==> src/rtl/ep_hs_pkg.sv <==
package ep_hs_pkg;

  localparam int FLAG_BIT = 3;
  localparam int TOG_BIT  = 2;
  localparam int NIB_W    = 4;

  typedef enum logic [1:0] {
    ST_DIS   = 2'b00,
    ST_STALL = 2'b01,
    ST_NAK   = 2'b10,
    ST_VALID = 2'b11
  } ep_stat_e;

  typedef enum logic [1:0] {
    EV_OUT   = 2'b00,
    EV_IN    = 2'b01,
    EV_SETUP = 2'b10,
    EV_HACK  = 2'b11
  } ev_kind_e;

  typedef enum logic [1:0] {
    HS_ACK   = 2'b00,
    HS_NAK   = 2'b01,
    HS_STALL = 2'b10,
    HS_DATA  = 2'b11
  } hs_code_e;

  typedef struct packed {
    logic     flag;
    logic     tog;
    ep_stat_e stat;
  } dir_state_t;

  typedef struct packed {
    logic     stat_we;
    ep_stat_e stat;
    logic     tog_we;
    logic     tog;
    logic     flag_set;
  } dir_upd_t;

  // Reply for a non-valid, non-disabled status.
  function automatic hs_code_e status_reply(ep_stat_e s);
    return (s == ST_STALL) ? HS_STALL : HS_NAK;
  endfunction

  // Software write: flag can only be cleared, toggle and status are loaded.
  function automatic dir_state_t sw_merge(dir_state_t cur, logic [NIB_W-1:0] w);
    dir_state_t n;
    n.flag = cur.flag & w[FLAG_BIT];
    n.tog  = w[TOG_BIT];
    n.stat = ep_stat_e'(w[1:0]);
    return n;
  endfunction

  // Hardware update applied on top of the current state.
  function automatic dir_state_t hw_apply(dir_state_t cur, dir_upd_t u);
    dir_state_t n;
    n      = cur;
    if (u.stat_we)  n.stat = u.stat;
    if (u.tog_we)   n.tog  = u.tog;
    if (u.flag_set) n.flag = 1'b1;
    return n;
  endfunction

endpackage

==> src/rtl/ep_hs_decide.sv <==
module ep_hs_decide
  import ep_hs_pkg::*;
(
  input  logic       ev_valid,
  input  logic [1:0] ev_kind,
  input  logic       ev_match,
  input  logic       ev_crc_ok,
  input  logic       ev_pid1,
  input  logic       blk,
  input  dir_state_t rx,
  input  dir_state_t tx,
  input  logic       in_wait,
  output dir_upd_t   upd_rx,
  output dir_upd_t   upd_tx,
  output logic       fire,
  output logic [1:0] code,
  output logic       pid,
  output logic       wait_nxt,
  output logic       ok_out,
  output logic       setup_acc,
  output logic       stall_ret,
  output logic       in_ack
);

  logic     go;
  hs_code_e code_e;

  assign go   = ev_valid & ev_match & ~blk;
  assign code = code_e;

  always_comb begin
    fire      = 1'b0;
    code_e    = HS_ACK;
    pid       = 1'b0;
    ok_out    = 1'b0;
    setup_acc = 1'b0;
    stall_ret = 1'b0;
    in_ack    = 1'b0;
    wait_nxt  = in_wait & ~go & ~blk;
    if (go) begin
      case (ev_kind_e'(ev_kind))
        EV_OUT: begin
          if (ev_crc_ok && rx.stat != ST_DIS) begin
            fire      = 1'b1;
            stall_ret = (rx.stat == ST_STALL);
            if (rx.stat == ST_VALID) begin
              code_e = HS_ACK;
              ok_out = (ev_pid1 == rx.tog);
            end else begin
              code_e = status_reply(rx.stat);
            end
          end
        end
        EV_SETUP: begin
          if (ev_crc_ok && rx.stat != ST_DIS) begin
            fire      = 1'b1;
            code_e    = HS_ACK;
            setup_acc = 1'b1;
          end
        end
        EV_IN: begin
          if (tx.stat != ST_DIS) begin
            fire      = 1'b1;
            stall_ret = (tx.stat == ST_STALL);
            if (tx.stat == ST_VALID) begin
              code_e   = HS_DATA;
              pid      = tx.tog;
              wait_nxt = 1'b1;
            end else begin
              code_e = status_reply(tx.stat);
            end
          end
        end
        EV_HACK: in_ack = in_wait;
        default: ;
      endcase
    end
  end

  always_comb begin
    upd_rx = '0;
    upd_tx = '0;
    if (stall_ret) begin
      upd_rx.stat_we = 1'b1;  upd_rx.stat = ST_STALL;
      upd_tx.stat_we = 1'b1;  upd_tx.stat = ST_STALL;
    end
    if (ok_out) begin
      upd_rx.stat_we  = 1'b1;  upd_rx.stat = ST_NAK;
      upd_rx.tog_we   = 1'b1;  upd_rx.tog  = ~rx.tog;
      upd_rx.flag_set = 1'b1;
    end
    if (setup_acc) begin
      upd_rx.stat_we  = 1'b1;  upd_rx.stat = ST_NAK;
      upd_tx.stat_we  = 1'b1;  upd_tx.stat = ST_NAK;
      upd_rx.tog_we   = 1'b1;  upd_rx.tog  = 1'b1;
      upd_tx.tog_we   = 1'b1;  upd_tx.tog  = 1'b1;
      upd_rx.flag_set = 1'b1;
    end
    if (in_ack) begin
      upd_tx.stat_we  = 1'b1;  upd_tx.stat = ST_NAK;
      upd_tx.tog_we   = 1'b1;  upd_tx.tog  = ~tx.tog;
      upd_tx.flag_set = 1'b1;
    end
  end

endmodule

==> src/rtl/ep_dir_reg.sv <==
module ep_dir_reg
  import ep_hs_pkg::*;
#(
  parameter int DATA_W = 8
) (
  input  logic                clk,
  input  logic                rst_n,
  input  logic                clr,
  input  dir_upd_t            upd,
  input  logic                sw_we,
  input  logic [NIB_W-1:0]    sw_data,
  output dir_state_t          st,
  output logic [DATA_W-1:0]   rd
);

  localparam int PAD_W = DATA_W - NIB_W;

  logic hw_busy;
  assign hw_busy = upd.stat_we | upd.tog_we | upd.flag_set;

  always_ff @(posedge clk or negedge rst_n) begin
    if (!rst_n) begin
      st <= '0;
    end else if (clr) begin
      st.stat <= ST_DIS;
      st.tog  <= 1'b0;
    end else if (hw_busy) begin
      st <= hw_apply(st, upd);
    end else if (sw_we) begin
      st <= sw_merge(st, sw_data);
    end
  end

  assign rd = {{PAD_W{1'b0}}, st};

endmodule

==> src/rtl/ep_hs_resp.sv <==
module ep_hs_resp (
  input  logic       clk,
  input  logic       rst_n,
  input  logic       fire,
  input  logic [1:0] code,
  input  logic       pid,
  input  logic       wait_nxt,
  output logic       hs_valid,
  output logic [1:0] hs_code,
  output logic       hs_pid,
  output logic       in_wait
);

  always_ff @(posedge clk or negedge rst_n) begin
    if (!rst_n) begin
      hs_valid <= 1'b0;
      hs_code  <= 2'b00;
      hs_pid   <= 1'b0;
      in_wait  <= 1'b0;
    end else begin
      hs_valid <= fire;
      hs_code  <= fire ? code : 2'b00;
      hs_pid   <= fire & pid;
      in_wait  <= wait_nxt;
    end
  end

endmodule

==> src/rtl/ep_hs_ctrl.sv <==
module ep_hs_ctrl
  import ep_hs_pkg::*;
#(
  parameter int DATA_W = 8
) (
  input  logic              clk,
  input  logic              rst_n,
  input  logic              usb_rst,
  input  logic              ev_valid,
  input  logic [1:0]        ev_kind,
  input  logic              ev_match,
  input  logic              ev_crc_ok,
  input  logic              ev_pid1,
  output logic              hs_valid,
  output logic [1:0]        hs_code,
  output logic              hs_pid,
  input  logic              reg_wr,
  input  logic              reg_sel,
  input  logic [DATA_W-1:0] reg_wdata,
  output logic [DATA_W-1:0] reg_rdata,
  output logic              irq_rx,
  output logic              irq_tx
);

  localparam int N_DIR = 2;

  dir_state_t        st_q [N_DIR];
  logic [DATA_W-1:0] rd   [N_DIR];
  dir_upd_t          upd_rx, upd_tx;

  logic       fire, pid, wait_nxt, in_wait;
  logic [1:0] code;
  // Named internal events, visible to the checker.
  logic       ev_ok_out, ev_setup_acc, ev_stall_ret, ev_in_ack;
  logic [1:0] rx_stat_w, tx_stat_w;
  logic       rx_flag_w, tx_flag_w, tx_tog_w;
  logic       unused_wdata_hi;

  ep_hs_decide u_decide (
    .ev_valid  (ev_valid),
    .ev_kind   (ev_kind),
    .ev_match  (ev_match),
    .ev_crc_ok (ev_crc_ok),
    .ev_pid1   (ev_pid1),
    .blk       (usb_rst),
    .rx        (st_q[0]),
    .tx        (st_q[1]),
    .in_wait   (in_wait),
    .upd_rx    (upd_rx),
    .upd_tx    (upd_tx),
    .fire      (fire),
    .code      (code),
    .pid       (pid),
    .wait_nxt  (wait_nxt),
    .ok_out    (ev_ok_out),
    .setup_acc (ev_setup_acc),
    .stall_ret (ev_stall_ret),
    .in_ack    (ev_in_ack)
  );

  for (genvar d = 0; d < N_DIR; d++) begin : g_dir
    ep_dir_reg #(.DATA_W(DATA_W)) u_reg (
      .clk     (clk),
      .rst_n   (rst_n),
      .clr     (usb_rst),
      .upd     ((d == 0) ? upd_rx : upd_tx),
      .sw_we   (reg_wr && (reg_sel == 1'(d))),
      .sw_data (reg_wdata[NIB_W-1:0]),
      .st      (st_q[d]),
      .rd      (rd[d])
    );
  end

  ep_hs_resp u_resp (
    .clk      (clk),
    .rst_n    (rst_n),
    .fire     (fire),
    .code     (code),
    .pid      (pid),
    .wait_nxt (wait_nxt),
    .hs_valid (hs_valid),
    .hs_code  (hs_code),
    .hs_pid   (hs_pid),
    .in_wait  (in_wait)
  );

  assign reg_rdata       = reg_sel ? rd[1] : rd[0];
  assign irq_rx          = st_q[0].flag;
  assign irq_tx          = st_q[1].flag;
  assign rx_stat_w       = st_q[0].stat;
  assign tx_stat_w       = st_q[1].stat;
  assign rx_flag_w       = st_q[0].flag;
  assign tx_flag_w       = st_q[1].flag;
  assign tx_tog_w        = st_q[1].tog;
  assign unused_wdata_hi = ^reg_wdata[DATA_W-1:NIB_W];

endmodule

==> config.mk <==
export PLATFORM = sky130hd
export DESIGN_NAME = ep_hs_ctrl
export DESIGN_NICKNAME = d
export VERILOG_FILES = /design/src/rtl/ep_hs_pkg.sv /design/src/rtl/ep_hs_decide.sv /design/src/rtl/ep_dir_reg.sv /design/src/rtl/ep_hs_resp.sv /design/src/rtl/ep_hs_ctrl.sv
export SDC_FILE = /design/constraint.sdc
export NUM_CORES = 1
export LEC_CHECK = 0
export ABC_AREA = 1
export ABC_CLOCK_PERIOD_IN_PS = 1640
export BUFFER_PORTS_ARGS = -buffer_cell sky130_fd_sc_hd__buf_2
export CORE_AREA = 2 2 48 50
export DETAILED_ROUTE_END_ITERATION = 10
export DIE_AREA = 0 0 50 52
export PLACE_DENSITY = 0.74
export SLEW_MARGIN = 20
export SYNTH_ARGS = -nofsm -noshare
export SYNTH_HDL_FRONTEND = slang
export SYNTH_SLANG_ARGS = --single-unit
==> constraint.sdc <==
create_clock -name clk -period 1.64 [get_ports clk]
set_input_delay 0.082 -clock clk [delete_from_list [all_inputs] [get_ports clk]]
set_output_delay 0.082 -clock clk [all_outputs]
set_load 0.02 [all_outputs]
==> metrics <==
CP required=around 1.8 ns; hpwl dp=around 1700 um; synthesized flop and latch total=13; Post-synth EDFFs=0; die area=0.00260 mm^2; share of cells above drive strength 1=about 26%; Net Switching=0.214 mW; Synth cell types=23; worst hold margin=0.0891 ns; Syn Std Cell Area=940 um^2; vias per inst=between 4 and 5; Layout Nets=187; clock power share=about 28%; Setup crit end kind=flip-flop; final number of setup-violating endpoints=0; sequential area share after synthesis=around a third; placed cell area=0.00107 mm^2; IO buf count=24; Core Region=about 0.0021 mm^2; Comb pwr share=between 20% and 30%; total gr overflow=0; Die W=50 um; crit path time final=around 1.4 ns; H-tree lvl count=1; Starting Density=around 45%; root buf cell=clkbuf_4; Main synth FF type=dfrtp_1; Static Leak=approximately 0.64 nW; Resize count post-CTS=0; Post-synth ARST share=between 90% and 100%; Max Buffers Root-to-Sink=2; Synth Instances=approximately 140; Switching Share=about 31%; Fmax=~700 MHz; Post-Synth Adder-Cell Area=0%; kind of critical path=flip-flop to flip-flop; Detailed Route WL=between 2000 and 2500 um; Sink Count=13; GR Util All Layers=18.2%; most common cell in the netlist=nand2_1; n_diodes=0; CTS tree=yes; yosys warns=0; Compound-Gate Fraction of Synth Area=under 10%; cell area after layout=between 0.001 and 0.0015 mm^2; Cell Rows=17; status=completed; area of the multi-input gates=509 um^2; Commonest cells post-synth=nand2_1 (43), inv_1 (17), nor2_1 (15); Non-Filler Instances=approximately 200; vias in the first global route=about 860; Setup TNS=0 ns; Num CTS Buffers=3; clk_lat worst skew=between 0.2 and 0.3 ns; Synth-to-Final Area Change=18.0%; skew final=about 0.0019 ns; clock-pin slew on the worst setup and hold paths=approximately 0.070 ns; Fill cells=~220; Critical Path AT=about 1.6 ns; Fin. Hold Viols=0; die height=roughly 52 um; pwr/cell area=approximately 620 mW/mm^2; Max IR drop VDD=between 0.4 and 0.5 mV; post-synth top area share=roughly 35%; Synth area leader=dfrtp_1; Max Cap Violations=0; Final Cycle Share=86.6%; DR iter-0 viols=19; synth top area cells=dfrtp_1 (35%), nand2_1 (17%), nand3_1 (6.9%); ANT nets after route=0; drt first pass iters=5; CP max FO=7; multiplexer area fraction after synthesis=0%; first-pass GRT wire length=roughly 3600 um; DR WL/cell=~11 um; Synth Area in Simple Gates=a little under half; routed vias=about 960; Placed Cells=190; largest family of logic cells by synthesized area=simple AND/OR/NAND/NOR gates; Pint=roughly 0.48 mW; largest net degree at the start of global routing=14; RSZ-0062 raised after global routing=no; GP Congestion=0.888; Reg area=325 um^2; Flop pwr share=about half; initial antenna violation count=0; Top Ports=33; xor/xnor share of the synthesized area=0%; Hold Crit Class=input port to flip-flop; DRC violations left=0; Avg Cell Area, Syn=~6.8 um^2; fin. max-slew vios=0; CP Launch Type=flip-flop
[metal layers]
layer  share of wire (%)  GRT usage (%)  vias up
li1                    -              -      490
met1                  45           22.6      427
met2                  47           30.9       43
met3                 6.8           2.87        3
met4                 1.3           8.33        0
met5                   0              0        -
[placed cells by master (no fill, tap or decap), types with 2 or more instances in the layout]
cell / Yosys / routed
nand2_2: 4 / 4
a21oi_1: 2 / 2
o21ai_0: 4 / 4
buf_2: 0 / 24
clkbuf_4: 0 / 3
nand3_1: 13 / 13
nor2_1: 15 / 15
dfrtp_1: 13 / 13
inv_2: 3 / 3
nor2_2: 3 / 3
nand4_1: 6 / 6
nand2_1: 43 / 43
o21ai_1: 2 / 2
conb_1: 1 / 4
inv_1: 17 / 17
[cell families after synthesis]
kind of cell | count (synthesis)
other | 1
buffers and inverters | 25
AND/OR/NAND/NOR | 90
flip-flops | 13
AO/OA/AOI/OAI | 10
[stage by stage]
step	util [%]	setup WS (ns)	power [mW]
2_1_floorplan	-	0.405	0.453
3_3_place_gp	50.9	0.255	0.499
3_5_place_dp	50.9	0.239	0.503
4_1_cts	52.6	0.225	0.700
5_1_grt	52.6	0.0589	0.743
6_report	52.6	0.219	0.692
[critical path, stage by stage, from the launching register on]
cell	delay [ns]
dfrtp_1	0.44
nand2_1	0.08
nand2_1	0.12
nand3_4	0.17
nand2_1	0.12
inv_1	0.10
nand3_2	0.07
nand2_2	0.07
nand2_1	0.05
nand2_1	0.06
nand2_1	0.04
[state kept, by name, summed over array words and instances (netlist names)]
| register | cells |
|---|---|
| u_resp.hs_valid | 1 |
| u_resp.in_wait | 1 |
| g_dir.u_reg.rd | 8 |
| u_resp.hs_code | 2 |
| u_resp.hs_pid | 1 |
[power groups by stage]
stage                     Clock, mW  Combinational, mW  Sequential (mW)
after CTS                     0.201              0.152            0.347
after floorplan                   0             0.0999            0.353
final                         0.195              0.151            0.347
after detailed placement          0              0.150            0.353
after global placement            0              0.146            0.353
after global routing          0.223              0.171            0.349
[area by class of cell]
type | instances | share of cell area [%]
Multi-Input combinational cell | 104 | 45.9
Inverter | 20 | 6.77
Tap cell | 28 | 3.16
Clock buffer | 4 | 2.37
Sequential cell | 13 | 29.3
Timing Repair Buffer | 26 | 12.4
[what timing repair did]
action	4_1_cts	5_1_grt
hold buffers	1	0
endpoints found under the hold margin	13	0
setup buffers	0	0
[final timing paths]
path | cells past startpoint | startpoint | slack (ns) | end
setup reg to reg | 10 | g_dir[0].u_reg.rd[1] | 0.22 | g_dir[1].u_reg.rd[3]
setup / recovery | 10 | g_dir[0].u_reg.rd[1] | 0.22 | g_dir[1].u_reg.rd[3]
max in group asynchronous | 2 | rst_n | 1.18 | u_resp.hs_code[0]
hold reg to reg | 2 | g_dir[1].u_reg.rd[2] | 0.52 | g_dir[1].u_reg.rd[2]
hold / removal | 3 | reg_wdata[1] | 0.09 | g_dir[1].u_reg.rd[1]
min in group asynchronous | 2 | rst_n | 0.23 | u_resp.hs_pid
No activity file was read; power rests on OpenSTA's default activity.
